==> src/rtl/rwx_pkg.sv <==
package rwx_pkg;
  localparam int ADDR_W    = 8;
  localparam int NIB_W     = ADDR_W / 2;
  localparam int GRP_W     = ADDR_W - 3;
  localparam int PAGE_W    = ADDR_W - 2;
  localparam logic [NIB_W-1:0] HIDDEN_GRP = 4'd13;
  localparam logic [NIB_W-1:0] SYS_GRP    = 4'd14;
  localparam logic [NIB_W-1:0] TOP_GRP    = 4'd15;

  typedef enum logic [1:0] {
    OP_SET_SINGLE = 2'd0,
    OP_SET_FIRST  = 2'd1,
    OP_SET_SECOND = 2'd2,
    OP_SET_PAGE   = 2'd3
  } ptr_op_e;

  typedef enum logic [1:0] {
    TGT_GPR  = 2'd0,
    TGT_SYS  = 2'd1,
    TGT_PAGE = 2'd2
  } tgt_kind_e;
endpackage

==> src/rtl/rwx_ptr_regs.sv <==
module rwx_ptr_regs
  import rwx_pkg::*;
(
  input  logic              clk,
  input  logic              rst_n,
  input  logic              cmd_valid,
  input  logic [1:0]        cmd_op,
  input  logic [ADDR_W-1:0] cmd_data,
  output logic [GRP_W-1:0]  grp0,
  output logic [GRP_W-1:0]  grp1,
  output logic              twin,
  output logic [PAGE_W-1:0] page
);
  ptr_op_e op;
  assign op = ptr_op_e'(cmd_op);

  always_ff @(posedge clk or negedge rst_n) begin
    if (!rst_n) begin
      grp0 <= '0;
      grp1 <= '0;
      twin <= 1'b0;
      page <= '0;
    end else if (cmd_valid) begin
      unique case (op)
        OP_SET_SINGLE: begin
          grp0 <= cmd_data[ADDR_W-1 -: GRP_W];
          twin <= 1'b0;
        end
        OP_SET_FIRST: begin
          grp0 <= cmd_data[ADDR_W-1 -: GRP_W];
          twin <= 1'b1;
        end
        OP_SET_SECOND: begin
          grp1 <= cmd_data[ADDR_W-1 -: GRP_W];
          twin <= 1'b1;
        end
        OP_SET_PAGE: page <= cmd_data[ADDR_W-1 -: PAGE_W];
        default: ;
      endcase
    end
  end
endmodule

==> src/rtl/rwx_wr_map.sv <==
module rwx_wr_map
  import rwx_pkg::*;
(
  input  logic [GRP_W-1:0]  grp0,
  input  logic [GRP_W-1:0]  grp1,
  input  logic              twin,
  input  logic [NIB_W-1:0]  wnum,
  output logic [ADDR_W-1:0] abs_addr
);
  always_comb begin
    if (!twin)
      abs_addr = {grp0[GRP_W-1:1], wnum};
    else if (!wnum[NIB_W-1])
      abs_addr = {grp0, wnum[NIB_W-2:0]};
    else
      abs_addr = {grp1, wnum[NIB_W-2:0]};
  end
endmodule

==> src/rtl/rwx_decode.sv <==
module rwx_decode
  import rwx_pkg::*;
(
  input  logic [ADDR_W-1:0] abs_addr,
  input  logic              direct,
  input  logic [PAGE_W-1:0] page,
  output tgt_kind_e         kind,
  output logic [ADDR_W-1:0] index,
  output logic [PAGE_W-1:0] page_out,
  output logic              illegal
);
  logic [NIB_W-1:0] grp;
  logic [NIB_W-1:0] slot;
  assign grp  = abs_addr[ADDR_W-1 -: NIB_W];
  assign slot = abs_addr[NIB_W-1:0];

  always_comb begin
    page_out = '0;
    if (grp == TOP_GRP) begin
      kind     = TGT_PAGE;
      index    = {{(ADDR_W-NIB_W){1'b0}}, slot};
      page_out = page;
    end else if (grp == SYS_GRP) begin
      kind  = TGT_SYS;
      index = {{(ADDR_W-NIB_W){1'b0}}, slot};
    end else begin
      kind  = TGT_GPR;
      index = abs_addr;
    end
    illegal = direct && (grp == HIDDEN_GRP);
  end
endmodule

==> src/rtl/reg_window_xlate.sv <==
module reg_window_xlate
  import rwx_pkg::*;
(
  input  logic       clk,
  input  logic       rst_n,
  input  logic       cmd_valid,
  input  logic [1:0] cmd_op,
  input  logic [7:0] cmd_data,
  input  logic       req_valid,
  output logic       req_ready,
  input  logic       req_working,
  input  logic [7:0] req_addr,
  output logic       rsp_valid,
  input  logic       rsp_ready,
  output logic [1:0] rsp_kind,
  output logic [7:0] rsp_index,
  output logic [5:0] rsp_page,
  output logic       rsp_illegal,
  output logic [7:0] ptr0_byte,
  output logic [7:0] ptr1_byte,
  output logic [7:0] page_byte
);
  logic [GRP_W-1:0]  grp0, grp1;
  logic              twin;
  logic [PAGE_W-1:0] page;
  logic [ADDR_W-1:0] wr_abs, abs_addr;
  tgt_kind_e         kind;

  rwx_ptr_regs u_regs (
    .clk(clk), .rst_n(rst_n), .cmd_valid(cmd_valid), .cmd_op(cmd_op),
    .cmd_data(cmd_data), .grp0(grp0), .grp1(grp1), .twin(twin), .page(page)
  );

  rwx_wr_map u_map (
    .grp0(grp0), .grp1(grp1), .twin(twin), .wnum(req_addr[NIB_W-1:0]),
    .abs_addr(wr_abs)
  );

  assign abs_addr = req_working ? wr_abs : req_addr;

  rwx_decode u_dec (
    .abs_addr(abs_addr), .direct(!req_working), .page(page),
    .kind(kind), .index(rsp_index), .page_out(rsp_page), .illegal(rsp_illegal)
  );

  assign rsp_kind  = kind;
  assign rsp_valid = req_valid;
  assign req_ready = rsp_ready;
  assign ptr0_byte = {grp0, twin, 2'b00};
  assign ptr1_byte = {grp1, twin, 2'b00};
  assign page_byte = {page, 2'b00};
endmodule

==> config.mk <==
export PLATFORM = sky130hd
export DESIGN_NAME = reg_window_xlate
export DESIGN_NICKNAME = d
export VERILOG_FILES = /design/src/rtl/rwx_pkg.sv /design/src/rtl/rwx_ptr_regs.sv /design/src/rtl/rwx_wr_map.sv /design/src/rtl/rwx_decode.sv /design/src/rtl/reg_window_xlate.sv
export SDC_FILE = /design/constraint.sdc
export NUM_CORES = 1
export LEC_CHECK = 0
export BUFFER_PORTS_ARGS = -buffer_cell sky130_fd_sc_hd__buf_4
export CAP_MARGIN = 40
export CORE_MARGIN = 4
export CORE_UTILIZATION = 35
export CTS_CLUSTER_SIZE = 10
export DETAILED_ROUTE_END_ITERATION = 16
export MAX_ROUTING_LAYER = met4
export PLACE_DENSITY = 0.66
export SYNTH_ARGS = -nofsm -noshare
export SYNTH_HDL_FRONTEND = slang
export SYNTH_SLANG_ARGS = --single-unit
==> constraint.sdc <==
create_clock -name clk -period 1.6 [get_ports clk]
set_clock_uncertainty 0.05 [all_clocks]
set_input_delay 0.08 -clock clk [delete_from_list [all_inputs] [get_ports clk]]
set_output_delay 0.08 -clock clk [all_outputs]
set_load 0.005 [all_outputs]
==> reports/results.tsv <==
metric	value	unit
outcome	finished with violations	
violated_checks	setup timing	
max_freq	0.5436	GHz
number_of_antenna_violations_at_the_first_check_in_global_routing	0	
route.detailed.vias_per_inst	4.985	
die_height	65.26	microns
critical_path_cell_by_cell	buf_6 > and3_4 > o31a_1 > and4_1 > buf_4	
clockBufferDepth	2	
powerDensity	853.6	nW/um^2
worst-setup-path-type	reg2out	
postSynth.topFlopCell	sky130_fd_sc_hd__dfrtp_1	
dieWidth	65.26	microns
end_kind	output pin	
design.final.nets	191	
cp.required	1.47	ns
clock_power_share	14.6	%
place_hpwl	2.342	mm
cp.arrival	1.71	ns
route.detailed.drc	0	
yosysWarningCount	0	
relSlewSlack	65.98	%
grt_pass1_vias	1061	
synth.distinct_cells	30	
boundary_pins	67	
finalCriticalPeriod	1.840	ns
numCtsBuffers	3	
worst-r2r-cell-count	4	
placeable_core_region	3103	sq um
net_load_switching_power	516.6	uW
post_synth_main_area_contributors	sky130_fd_sc_hd__dfrtp_1 (37%), sky130_fd_sc_hd__mux2_2 (17%), sky130_fd_sc_hd__buf_4 (8.5%)	
synth-edff-count	0	
grt_pass1_wl	5.009	mm
clk-insertion-delay-late	0.28	ns
yosysSeqAreaShare	37.08	%
netSwitchingFraction	34.16	%
p_int	995.7	uW
area_delta_synth_final	54.42	%
p_seq_share	39.5	%
cts.reportedPaths.clkPinSlew	0.09	ns
port-buffer-count	48	
post-route-cell-area	1772	sq um
syn-mean-instance-area	10.53	sq um
post_synth_inst_count	109	
critical_path_peak_fanout	8	
maximum_number_of_pins_on_one_net_before_global_route_repair	18	
cpPeakStageDelay	0.46	ns
dr.first_iter.drc_count	14	
final.setup.worst_slack	-0.2395	ns
leakage	0.7867	nW
power.combinational.fraction	45.9	%
synth_async_sr_flop_share	100.0	%
die-area	4258	sq um
fillerInstances	285	
totalWireLength	3.186	mm
vdd.ir_drop.worst	0.0006059	V
final.period_utilization	115.0	%
crit_slowest_cell	sky130_fd_sc_hd__dfrtp_2	
synth_top_cell_area_share	37.08	%
vias	1022	
detail_route.first_pass.iterations	3	
cts_root_buffer	sky130_fd_sc_hd__clkbuf_4	
gp_congestion	0.7974	
multi_input_comb_area	760.7	sq um
max_slew.worst_pin.slew	0.5069	ns
critical_path.startpoint_type	register	
holdPathStages	0	
final_antenna_net_count	0	
rsz0062_at_grt	true	
cts_tree	done	
hold_path.class	in2out	
syn-cell-area	1147	sq um
drive_gt1_share	60.87	%
report.final.setup_viol	13	
synthTopCellsByCount	sky130_fd_sc_hd__dfrtp_1 (17), sky130_fd_sc_hd__mux2_2 (17), sky130_fd_sc_hd__buf_4 (13), sky130_fd_sc_hd__nor4_1 (7), sky130_fd_sc_hd__o311ai_0 (6)	
wl_per_cell	15.54	microns
synth.largest_area_cell	sky130_fd_sc_hd__dfrtp_1	
report.final.hold_viol_count	0	
detailed_place.area	1469	sq um
final_max_slew_viol_count	0	
track_usage	15.42	%
floorplan.initialDensity	36.98	%
ys_ff_latch	17	
antenna-diode-count	0	
clock_tree.htree_level_count	1	
maxCapViolCount	0	
cts_sinks	17	
register_area	426.7	sq um
pre_cts_slack	-0.02774	ns
grt_overflow	0	
core.rowCount	20	
-- what timing repair did --
action,in CTS,in global routing
gates resized for setup,29,9
hold buffers,7,0
hold endpoints to repair,27,0
pin swaps,10,3
cloned,1,0
endpoints found under the setup margin,13,14
buffers inserted,1,2
-- layer usage --
layer / part of all wire [%] / track usage (%) / wire length [microns]
met4: 0.31 / 4.922 / 10
met2: 55 / 27.69 / 1752
met5: 0 / - / 0
met3: 5.4 / 2.735 / 173
met1: 39 / 17.33 / 1248
-- worst max-delay path: cells and delay by family, from the launching register on --
kind,cells,cell delay (ns)
DFF,1,0.46
AOI/OAI and AO/OA,1,0.33
and+or+nand+nor,2,0.39
buffers and inverters,2,0.26
-- sequential cells by signal (all words and copies together) (netlist names) --
name / flops
u_regs.grp0: 5
u_regs.grp1: 5
u_regs.page: 6
u_regs.twin: 1
-- cells by family after synthesis --
logic type | Yosys count | synth area share [%]
flops | 17 | 37.08
compound gates | 24 | 15.81
mux | 17 | 16.68
simple gates | 22 | 11.23
other cells | 1 | 0.3268
buf+inv | 23 | 13.41
fa+ha+maj | 5 | 5.453
-- per-stage QoR --
stage / util [%] / TNS, ns / hold WS (ns) / total power, mW / instances
6_report: 57.10 / -2.795 / 0.1100 / 1.512 / 205
5_1_grt: 57.10 / -4.156 / 0.1100 / 1.613 / 205
4_1_cts: 55.12 / -2.772 / 0.1101 / 1.474 / 203
3_5_place_dp: 47.34 / -0.05606 / -0.09626 / 1.137 / 190
3_3_place_gp: 47.34 / -0.002277 / -0.1014 / 1.115 / 190
2_1_floorplan: - / 0 / -0.2656 / 0.8701 / 114
-- path summary, 6_finish.rpt --
kind	startpoint	endpoint	slack, ns
worst min-delay path	rsp_ready	req_ready	0.11
min in group asynchronous	rst_n	u_regs.page[5]	0.13
worst max-delay path	u_regs.twin	rsp_kind[0]	-0.24
max in group asynchronous	rst_n	u_regs.twin	1.15
worst min register to register	u_regs.grp0[0]	u_regs.grp0[0]	0.50
worst max register to register	u_regs.twin	u_regs.twin	0.33
-- area by class of cell --
cell class	count	share of cell area, %
Clock buffer	3	1.271
Sequential cell	17	24.08
Multi-Input combinational cell	75	42.94
Clock inverter	1	0.2825
Inverter	3	0.6356
Timing Repair Buffer	62	27.68
Tap cell	44	3.107
-- placed cells by master, fill, tap and decap left out, types with 4 or more instances in the layout --
cell type	instances
sky130_fd_sc_hd__conb_1	6
sky130_fd_sc_hd__dfrtp_1	16
sky130_fd_sc_hd__a31o_4	4
sky130_fd_sc_hd__mux2_2	17
sky130_fd_sc_hd__ha_1	5
sky130_fd_sc_hd__o311ai_1	4
sky130_fd_sc_hd__nor4_2	4
sky130_fd_sc_hd__dlygate4sd3_1	7
sky130_fd_sc_hd__buf_4	53
-- power by group through the flow --
| stage | combinational, mW | sequential [mW] | clock [mW] |
|---|---|---|---|
| CTS | 0.656 | 0.593 | 0.225 |
| detailed placement | 0.540 | 0.597 | 0 |
| finish | 0.695 | 0.597 | 0.220 |
| floorplan | 0.295 | 0.576 | 0 |
| global placement | 0.523 | 0.592 | 0 |
| global route | 0.751 | 0.612 | 0.250 |
(Power assumes the default switching activity.)
